--- config.mk ---
export PLATFORM = sky130hd
export DESIGN_NAME = pci_addr_decode
export DESIGN_NICKNAME = d
export VERILOG_FILES = /design/src/rtl/pci_dec_pkg.sv /design/src/rtl/pci_cmd_decode.sv /design/src/rtl/pci_window_match.sv /design/src/rtl/pci_bar_reg.sv /design/src/rtl/pci_addr_decode.sv
export SDC_FILE = /design/constraint.sdc
export NUM_CORES = 1
export LEC_CHECK = 0
export BUFFER_PORTS_ARGS = -buffer_cell sky130_fd_sc_hd__buf_4
export CORE_MARGIN = 2
export CORE_UTILIZATION = 46
export CTS_BUF_LIST = sky130_fd_sc_hd__clkbuf_2 sky130_fd_sc_hd__clkbuf_4 sky130_fd_sc_hd__clkbuf_8
export CTS_CLUSTER_SIZE = 14
export DETAILED_ROUTE_END_ITERATION = 7
export GPL_ROUTABILITY_DRIVEN = 0
export PLACE_DENSITY = 0.85
export REMOVE_ABC_BUFFERS = 1
export SLEW_MARGIN = 0
export SYNTH_ARGS = -nofsm -noshare
export SYNTH_HDL_FRONTEND = slang
export SYNTH_SLANG_ARGS = --single-unit
--- constraint.sdc ---
create_clock -name clk_i -period 2.04 [get_ports clk_i]
set_clock_uncertainty 0.2 [all_clocks]
set_input_delay 0.204 -clock clk_i [delete_from_list [all_inputs] [get_ports clk_i]]
set_output_delay 0.204 -clock clk_i [all_outputs]
set_load 0.02 [all_outputs]
--- src/rtl/pci_dec_pkg.sv ---
package pci_dec_pkg;
  typedef enum logic [1:0] {
    SP_NONE = 2'b00,
    SP_CFG  = 2'b01,
    SP_MEM  = 2'b10,
    SP_IO   = 2'b11
  } space_e;

  typedef enum logic [1:0] {
    K_NONE = 2'b00,
    K_IO   = 2'b01,
    K_MEM  = 2'b10,
    K_CFG  = 2'b11
  } kind_e;

  localparam logic [3:0] CMD_IO_RD  = 4'b0010;
  localparam logic [3:0] CMD_IO_WR  = 4'b0011;
  localparam logic [3:0] CMD_MEM_RD = 4'b0110;
  localparam logic [3:0] CMD_MEM_WR = 4'b0111;
  localparam logic [3:0] CMD_CFG_RD = 4'b1010;
  localparam logic [3:0] CMD_CFG_WR = 4'b1011;
endpackage

--- src/rtl/pci_cmd_decode.sv ---
module pci_cmd_decode
  import pci_dec_pkg::*;
(
  input  logic [3:0] cmd_i,
  output kind_e      kind_o,
  output logic       wr_o
);
  always_comb begin
    unique case (cmd_i)
      CMD_IO_RD, CMD_IO_WR:   kind_o = K_IO;
      CMD_MEM_RD, CMD_MEM_WR: kind_o = K_MEM;
      CMD_CFG_RD, CMD_CFG_WR: kind_o = K_CFG;
      default:                kind_o = K_NONE;
    endcase
  end
  assign wr_o = cmd_i[0];
endmodule

--- src/rtl/pci_window_match.sv ---
module pci_window_match #(
  parameter int ADDR_W   = 32,
  parameter int WIN_BITS = 8
) (
  input  logic [ADDR_W-1:0] addr_i,
  input  logic [ADDR_W-1:0] base_i,
  output logic              match_o
);
  localparam int TAG_W = ADDR_W - WIN_BITS;
  logic [TAG_W-1:0] addr_tag, base_tag;
  assign addr_tag = addr_i[ADDR_W-1:WIN_BITS];
  assign base_tag = base_i[ADDR_W-1:WIN_BITS];
  assign match_o  = (addr_tag == base_tag);
endmodule

--- src/rtl/pci_bar_reg.sv ---
module pci_bar_reg #(
  parameter int ADDR_W   = 32,
  parameter int WIN_BITS = 8,
  parameter bit IS_IO    = 1'b0
) (
  input  logic                clk_i,
  input  logic                rst_ni,
  input  logic                wr_i,
  input  logic [ADDR_W-1:0]   data_i,
  input  logic [ADDR_W/8-1:0] be_i,
  output logic [ADDR_W-1:0]   bar_o
);
  localparam int NLANE = ADDR_W / 8;
  localparam logic [ADDR_W-1:0] FIXED = ADDR_W'(IS_IO);

  for (genvar b = 0; b < NLANE; b++) begin : g_lane
    if (b * 8 >= WIN_BITS) begin : g_rw
      logic [7:0] lane_q;
      always_ff @(posedge clk_i or negedge rst_ni) begin
        if (!rst_ni)                lane_q <= '0;
        else if (wr_i && be_i[b])   lane_q <= data_i[b*8 +: 8];
      end
      assign bar_o[b*8 +: 8] = lane_q;
    end else begin : g_ro
      assign bar_o[b*8 +: 8] = FIXED[b*8 +: 8];
    end
  end
endmodule

--- src/rtl/pci_addr_decode.sv ---
module pci_addr_decode
  import pci_dec_pkg::*;
#(
  parameter int ADDR_W      = 32,
  parameter int WIN_BITS    = 8,
  parameter int CFG_BAR0_DW = 4
) (
  input  logic                clk_i,
  input  logic                rst_ni,
  input  logic                frame_ni,
  input  logic [ADDR_W-1:0]   ad_i,
  input  logic [3:0]          cbe_ni,
  input  logic                idsel_i,
  output logic                hit_o,
  output logic [1:0]          space_o,
  output logic                write_o,
  output logic [WIN_BITS-1:0] offset_o,
  output logic                param_o,
  output logic [WIN_BITS-2:0] reg_idx_o,
  output logic [ADDR_W-1:0]   bar0_o,
  output logic [ADDR_W-1:0]   bar1_o
);
  localparam int NLANE = ADDR_W / 8;
  localparam int NBAR  = 2;
  localparam logic [5:0] DW_BAR0 = 6'(CFG_BAR0_DW);
  localparam logic [5:0] DW_BAR1 = 6'(CFG_BAR0_DW + 1);

  logic frame_q;
  logic addr_ph;
  kind_e kind;
  logic cmd_wr;
  logic io_match, mem_match;
  logic claim;
  space_e sp_d;
  logic [WIN_BITS-1:0] off_d;
  logic bar_sel_hit, bar_sel_d;
  logic wr_pend_q, wr_sel_q;
  logic [ADDR_W-1:0] bar_q [NBAR];

  logic hit_q, wr_q, param_q;
  space_e sp_q;
  logic [WIN_BITS-1:0] off_q;

  // address phase = first clock FRAME# seen low
  always_ff @(posedge clk_i or negedge rst_ni) begin
    if (!rst_ni) frame_q <= 1'b1;
    else         frame_q <= frame_ni;
  end
  assign addr_ph = !frame_ni && frame_q;

  pci_cmd_decode u_cmd (
    .cmd_i  (cbe_ni),
    .kind_o (kind),
    .wr_o   (cmd_wr)
  );

  pci_window_match #(.ADDR_W(ADDR_W), .WIN_BITS(WIN_BITS)) u_io_win (
    .addr_i  (ad_i),
    .base_i  (bar_q[0]),
    .match_o (io_match)
  );

  pci_window_match #(.ADDR_W(ADDR_W), .WIN_BITS(WIN_BITS)) u_mem_win (
    .addr_i  (ad_i),
    .base_i  (bar_q[1]),
    .match_o (mem_match)
  );

  always_comb begin
    claim = 1'b0;
    sp_d  = SP_NONE;
    off_d = ad_i[WIN_BITS-1:0];
    unique case (kind)
      K_CFG: begin
        claim = idsel_i && (ad_i[10:8] == 3'b000) && (ad_i[1:0] == 2'b00);
        sp_d  = SP_CFG;
        off_d = {ad_i[WIN_BITS-1:2], 2'b00};
      end
      K_IO: begin
        claim = io_match;
        sp_d  = SP_IO;
      end
      K_MEM: begin
        claim = mem_match;
        sp_d  = SP_MEM;
      end
      default: claim = 1'b0;
    endcase
  end

  assign bar_sel_hit = (ad_i[7:2] == DW_BAR0) || (ad_i[7:2] == DW_BAR1);
  assign bar_sel_d   = (ad_i[7:2] == DW_BAR1);

  always_ff @(posedge clk_i or negedge rst_ni) begin
    if (!rst_ni) begin
      hit_q   <= 1'b0;
      sp_q    <= SP_NONE;
      wr_q    <= 1'b0;
      off_q   <= '0;
      param_q <= 1'b0;
    end else if (addr_ph && claim) begin
      hit_q   <= 1'b1;
      sp_q    <= sp_d;
      wr_q    <= cmd_wr;
      off_q   <= off_d;
      param_q <= (kind == K_CFG) && !off_d[WIN_BITS-1];
    end else begin
      hit_q   <= 1'b0;
      sp_q    <= SP_NONE;
      wr_q    <= 1'b0;
      off_q   <= '0;
      param_q <= 1'b0;
    end
  end

  // base register load is taken from the first data clock
  always_ff @(posedge clk_i or negedge rst_ni) begin
    if (!rst_ni) begin
      wr_pend_q <= 1'b0;
      wr_sel_q  <= 1'b0;
    end else begin
      wr_pend_q <= addr_ph && claim && (kind == K_CFG) && cmd_wr && bar_sel_hit;
      if (addr_ph) wr_sel_q <= bar_sel_d;
    end
  end

  for (genvar g = 0; g < NBAR; g++) begin : g_bar
    logic bar_wr;
    assign bar_wr = wr_pend_q && (wr_sel_q == 1'(g));
    pci_bar_reg #(
      .ADDR_W   (ADDR_W),
      .WIN_BITS (WIN_BITS),
      .IS_IO    (g == 0)
    ) u_bar (
      .clk_i  (clk_i),
      .rst_ni (rst_ni),
      .wr_i   (bar_wr),
      .data_i (ad_i),
      .be_i   (~cbe_ni[NLANE-1:0]),
      .bar_o  (bar_q[g])
    );
  end

  assign hit_o     = hit_q;
  assign space_o   = sp_q;
  assign write_o   = wr_q;
  assign offset_o  = off_q;
  assign param_o   = param_q;
  assign reg_idx_o = off_q[WIN_BITS-2:0];
  assign bar0_o    = bar_q[0];
  assign bar1_o    = bar_q[1];
endmodule

==> results of run 1 <==
## cells in the mapped netlist (3+ instances only)
cell,instances,share of area [%]
and2_1,12,2.3
buf_4,23,5.4
clkbuf_1,3,0.35
dfrtp_1,63,49
ha_1,3,1.2
inv_1,3,0.35
mux2_2,48,17
mux2i_1,24,7.5
nand2_1,4,0.47
nand4_1,3,0.58
nor2_1,4,0.47
nor3_1,3,0.47
or2_2,3,0.58
xnor2_1,11,3.0
xor2_1,14,3.8
## how the worst max path moves through the flow
stage / start / endpoint / slack (ns) / depth (start not counted)
2_1_floorplan: cbe_ni[3] / wr_pend_q / -1.08 / 9
3_3_place_gp: cbe_ni[2] / wr_pend_q / -0.72 / 11
3_5_place_dp: cbe_ni[2] / wr_pend_q / -0.85 / 11
4_1_cts: cbe_ni[3] / param_o / -0.38 / 12
5_1_grt: cbe_ni[3] / offset_o[5] / -0.49 / 14
6_report: cbe_ni[3] / offset_o[5] / -0.43 / 13
## per-layer routing
layer	global-route usage, %	up-vias	wire (µm)
li1	-	1175	-
met1	27.8	1255	3530
met2	39.5	101	4580
met3	5.00	9	465
met4	8.25	0	95
met5	0	-	0
## state kept, by name, indices dropped and copies added, names as in the netlist
register	flops
param_o	1
write_o	1
g_bar.u_bar.g_lane.g_rw.lane_q	48
offset_o	8
wr_pend_q	1
frame_q	1
wr_sel_q	1
space_o	2
hit_o	1
## cell type report
type / instances / share of cell area, %
clock inverter: 2 / 1.19
tap: 96 / 2.37
clock buffer: 14 / 3.56
timing repair buffer: 186 / 30.6
multi-input combinational: 163 / 30.4
sequential: 64 / 31.6
inverter: 3 / 0.222
## worst reg2reg max path: stages (launching register included)
cell and delay (ns):
dfrtp_1 0.42, mux2i_2 0.19, xor2_1 0.21, nand4_1 0.13
or4_4 0.57, o32ai_4 0.18, and2_4 0.20
## cells by family (layout without fill, tap and decap cells)
logic type | count (synthesis) | count (layout) | synth area share (%)
multiplexers | 72 | 72 | 24.3
flip-flops | 64 | 64 | 49.9
AND/OR/NAND/NOR | 43 | 43 | 8.68
buffers and inverters | 32 | 205 | 7.67
XOR/XNOR | 25 | 25 | 6.81
adder cells (fa/ha/maj) | 3 | 3 | 1.17
AO/OA/AOI/OAI | 3 | 4 | 1.25
other | 2 | 16 | 0.234
## per-stage QoR
| step | worst slack (ns) | std cells | hold slack (ns) |
|---|---|---|---|
| after floorplan | -1.08 | 229 | -0.292 |
| after global placement | -0.720 | 466 | 0.124 |
| after detailed placement | -0.848 | 466 | 0.124 |
| after CTS | -0.376 | 522 | 0.0631 |
| after global routing | -0.487 | 528 | 0.0927 |
| final | -0.426 | 528 | 0.0789 |
## power by group through the flow
stage	sequential, mW	clock, mW	combinational, mW
2_1_floorplan	1.44	0	0.191
3_3_place_gp	1.38	0	0.515
3_5_place_dp	1.38	0	0.527
4_1_cts	1.36	1.31	0.624
5_1_grt	1.37	1.36	0.695
6_report	1.36	1.30	0.650
## timing repair
action	4_1_cts	5_1_grt
hold endpoints to repair	124	0
gates cloned	2	0
pin swaps	13	10
setup endpoints to repair	14	14
hold buffers	35	0
resized for setup	18	11
setup buffers	3	6
==> reports/metrics.csv, run 1 <==
metric;value;unit
status;finished with violations;
failing checks;setup timing;
Post-route DRC;0;
leakage power;2.47;nW
Synth Register Bits;64;
post-synthesis sequential area ratio;49.9;%
worst-path cell chain;buf_6 > xor2_1 > and2_4 > ha_4 > buf_16 > buf_4 > buf_4 > mux2i_1 > xor2_1 > nand4_1 > or4_4 > o32ai_4 > and2_4;
CTS Buf Count;9;
register area;1600;µm²
CTS max path bufs;2;
Reg2Reg Depth;6;
port bufs;107;
fin crit share;121;%
drt via density;4.81;
Clock Pin Slew Worst Setup and Hold Paths;0.07;ns
reg2reg start;g_bar[0].u_bar.g_lane[1].g_rw.lane_q[2];
final WL;8660;µm
CP top delay family;simple AND/OR/NAND/NOR gates;
crit path launch type;primary input;
latest clock arrival within the worst-skew pair;0.34;ns
Die W;87.6;µm
most frequent cells in the layout;buf_4 (143), dfrtp_1 (63), mux2_2 (48);
Tightest Pin Transition;0.819;ns
Hold EP;space_o[0];
Placement Cell Area;4220;µm²
CP max-delay cell;or4_4;
Die H;87.6;µm
Hold Path Class;in2reg;
DP Wirelength;5450;µm
critical path class;in2reg;
YS warnings;0;
Critical Path RT;2.12;ns
Initial Utilization;47.3;%
combinational share of power;19.6;%
starting DRC count in detailed routing;81;
RSZ-0062 raised after global routing;yes;
Final Core Density;74.5;%
Peak VDD IR;436;µV
number of flops mapped to enable cells by yosys;0;
# rows;30;
Switching Power;0.833;mW
Rel. slew slack;45.4;%
hold-critical path depth;4;
largest net degree at the start of global routing;65;
r2r setup slk;-0.12;ns
Async SR Flop Fraction;100;%
most common cell after layout, fill and taps aside;buf_4;
fin. max-slew vios;0;
initial antenna violation count;0;
P_int;2.48;mW
final setup margin;-0.426;ns
final design area excluding fillers;5060;µm²
Reg power frac;41.1;%
top_reg_cell synth;dfrtp_1;
syn_area_per_cell;13.2;µm²
Critical Path End Type;register;
vias in the first global route;2596;
CP peak stage delay;0.50;ns
minimum clock period;2.47;ns
Pre-antenna DRT Iters;5;
hold wc startpoint;cbe_ni[2];
synthesized cell area;3210;µm²
worst endpoint data arrival time;2.54;ns
PD cells;654;nW/µm²
Ports;124;
Buf+Inv Stages, Crit Path;4;
number of H-tree levels;3;
GRT Total Usage;22.7;%
sw frac;25.1;%
fin nets;470;
synth unique cells;33;
full die area;7670;µm²
final hold vios;0;
critical path fanouts, max;5;
Syn Inst Count;244;
GRT overflow;0;
# setup viols final;14;
layout cell share with drive strength beyond 1;56.0;%
antenna-violating nets left;0;
first-pass GRT wire length;13300;µm
core area;6790;µm²
CTS tree;done;
vias;2540;
Fin Setup TNS;-5.46;ns
CTS root buffer;clkbuf_8;
FF-to-FF End;offset_o[5];
fillcell total;416;
area of the multi-input gates;1540;µm²
Tot Pwr;3.31;mW
fmax;0.406;GHz
Antenna Cells;0;
clk sinks;64;
Area Growth Syn to Fin;57.6;%
max cap viols;0;
Clock Power Share;39.3;%
wire per inst;16.4;µm
(Power assumes the default switching activity.)
==> inputs of run 2 (changes only) <==
- CORE_UTILIZATION: 46 -> 44
- CTS_BUF_LIST: sky130_fd_sc_hd__clkbuf_2 sky130_fd_sc_hd__clkbuf_4 sky130_fd_sc_hd__clkbuf_8 -> unset
- PLACE_DENSITY: 0.85 -> 0.82
==> reports/metrics.csv, run 2 (synthesized netlist as in run 1, its figures left out) <==
metric;value;unit;change
critical path class;in2reg;;
Die H;89.5;µm;+2.1%
Clock Pin Slew Worst Setup and Hold Paths;0.06;ns;about the same
GRT Total Usage;20.9;%;-1.9 points
most common cell after layout, fill and taps aside;buf_4;;
latest clock arrival within the worst-skew pair;0.34;ns;about the same
crit path launch type;primary input;;
CTS root buffer;clkbuf_8;;
port bufs;107;;unchanged
Antenna Cells;0;;unchanged
dpl cells;477;;+2.4%
# setup viols final;14;;unchanged
Hold Path Class;in2reg;;
fin. max-slew vios;0;;unchanged
vias in the first global route;2606;;+0.39%
Critical Path RT;2.11;ns;about the same
CP peak stage delay;0.30;ns;-0.20 ns
most used cell, CP;buf_6;;
PD cells;620;nW/µm²;-5.2%
Post-route DRC;0;;unchanged
Setup WS pre-CTS;-0.779;ns;+0.0688 ns
fin crit share;113;%;-8.1 points
vias;2500;;-1.6%
status;finished with violations;;
max FFs per register;48;;unchanged
initial antenna violation count;0;;unchanged
core area;7180;µm²;+5.6%
fin nets;469;;-0.21%
antenna-violating nets left;0;;unchanged
full die area;8000;µm²;+4.3%
Critical Path End Type;register;;
Met2 Wirelength;4190;µm;-8.4%
number of H-tree levels;3;;unchanged
hold wc startpoint;cbe_ni[2];;
CTS max path bufs;2;;unchanged
CP Launch Point;cbe_ni[3];;
Placement Cell Area;4330;µm²;+2.5%
reg2reg start;g_bar[0].u_bar.g_lane[2].g_rw.lane_q[3];;
Area Growth Syn to Fin;55.1;%;
fillcell total;525;;+26%
Die W;89.5;µm;+2.1%
Ports;124;;unchanged
final design area excluding fillers;4980;µm²;-1.6%
# rows;31;;+3.3%
leakage power;2.43;nW;-1.4%
Fin Setup TNS;-3.19;ns;+2.27 ns
Reg with most FFs;g_bar.u_bar.g_lane.g_rw.lane_q;;
worst endpoint data arrival time;2.37;ns;-0.17 ns
DR top layer;met4;;
Tot Pwr;3.09;mW;-6.7%
WL met1;3310;µm;-6.1%
met3 wire length;473;µm;+1.7%
CP max-delay cell;nor4_2;;
Non-Filler Instances;530;;+0.38%
Initial Utilization;44.8;%;-2.5 points
GRT overflow;0;;unchanged
minimum clock period;2.30;ns;-0.166 ns
Buf+Inv Stages, Crit Path;4;;unchanged
final setup margin;-0.260;ns;+0.166 ns
first-pass GRT wire length;12500;µm;-6.4%
CP top delay family;simple AND/OR/NAND/NOR gates;;
worst-path cell chain;buf_6 > xor2_1 > and2_4 > ha_4 > buf_12 > buf_6 > mux2i_1 > xnor2_1 > nor4_2 > buf_4 > nand4_4 > o32ai_4 > and2_1;;
failing checks;setup timing;;
final WL;8100;µm;-6.5%
most frequent cells in the layout;buf_4 (143), dfrtp_1 (63), mux2_2 (48);;
fmax;0.435;GHz;+7.2%
Pre-antenna DRT Iters;3;;-2
max cap viols;0;;unchanged
CTS Buf Count;9;;unchanged
CTS tree;done;;
largest net degree at the start of global routing;37;;-43%
RSZ-0062 raised after global routing;yes;;
clk sinks;64;;unchanged
final hold vios;0;;unchanged
DP Wirelength;5710;µm;+4.7%
critical path fanouts, max;8;;+3
starting DRC count in detailed routing;68;;-16%
Peak VDD IR;410;µV;-6.0%
wire per inst;15.3;µm;-6.9%
drt via density;4.72;;-1.9%
layout cell share with drive strength beyond 1;54.5;%;-1.5 points
-- run 2: worst reg2reg max path: stages, from the launching register on --
cell and delay (ns):
dfrtp_1 0.40, mux2i_2 0.18, xor2_1 0.19, nand4_1 0.11
or4_4 0.57, o32ai_4 0.17, and2_1 0.18
-- run 2: what timing repair did --
action / CTS / global route
gates cloned: 1 / 0
buffers inserted: 0 / 1
pin swaps: 14 / 8
resized for setup: 12 / 4
endpoints found under the setup margin: 14 / 14
hold buffers: 35 / 0
endpoints found under the hold margin: 125 / 0
-- run 2: final cells by class --
class | count | area [µm²] | share of cell area [%]
clock buffers | 11 | 151 | 3.04
clock inverters | 5 | 55.1 | 1.10
inverters | 3 | 11.3 | 0.226
multi-input cells | 163 | 1500 | 30.1
flip-flops and latches | 64 | 1600 | 32.2
well taps | 99 | 124 | 2.49
repair buffers | 185 | 1540 | 30.9
-- run 2: path summary, 6_finish.rpt --
| kind | end | slack [ns] | cells after the start |
|---|---|---|---|
| min in group asynchronous | g_bar[1].u_bar.g_lane[1].g_rw.lane_q[4] | 0.16 | 2 |
| max in group asynchronous | g_bar[0].u_bar.g_lane[3].g_rw.lane_q[0] | 0.95 | 3 |
| max | space_o[0] | -0.26 | 13 |
| max reg2reg | space_o[0] | -0.03 | 6 |
| min reg2reg | wr_sel_q | 0.33 | 2 |
| min | space_o[0] | 0.10 | 4 |
-- run 2: through the flow --
step	hold WS (ns)	utilization, %
finish	0.101	69.5
global route	0.0971	69.5
CTS	0.0964	69.1
detailed placement	-0.0148	60.3
global placement	-0.0186	60.3
floorplan	-0.292	-
-- run 2: per-layer routing --
| metal | track usage [%] | up-vias |
|---|---|---|
| met1 | 24.0 | 1230 |
| met3 | 6.56 | 10 |
| met2 | 37.0 | 86 |
| met4 | 6.65 | 0 |
| met5 | 0 | - |
| li1 | - | 1174 |
-- run 2: report_power, final --
group	internal [mW]	switching (mW)	leakage [nW]	total, mW
logic	0.331	0.296	1.49	0.627
clock network	0.626	0.481	0.101	1.11
registers	1.32	0.0357	0.839	1.36
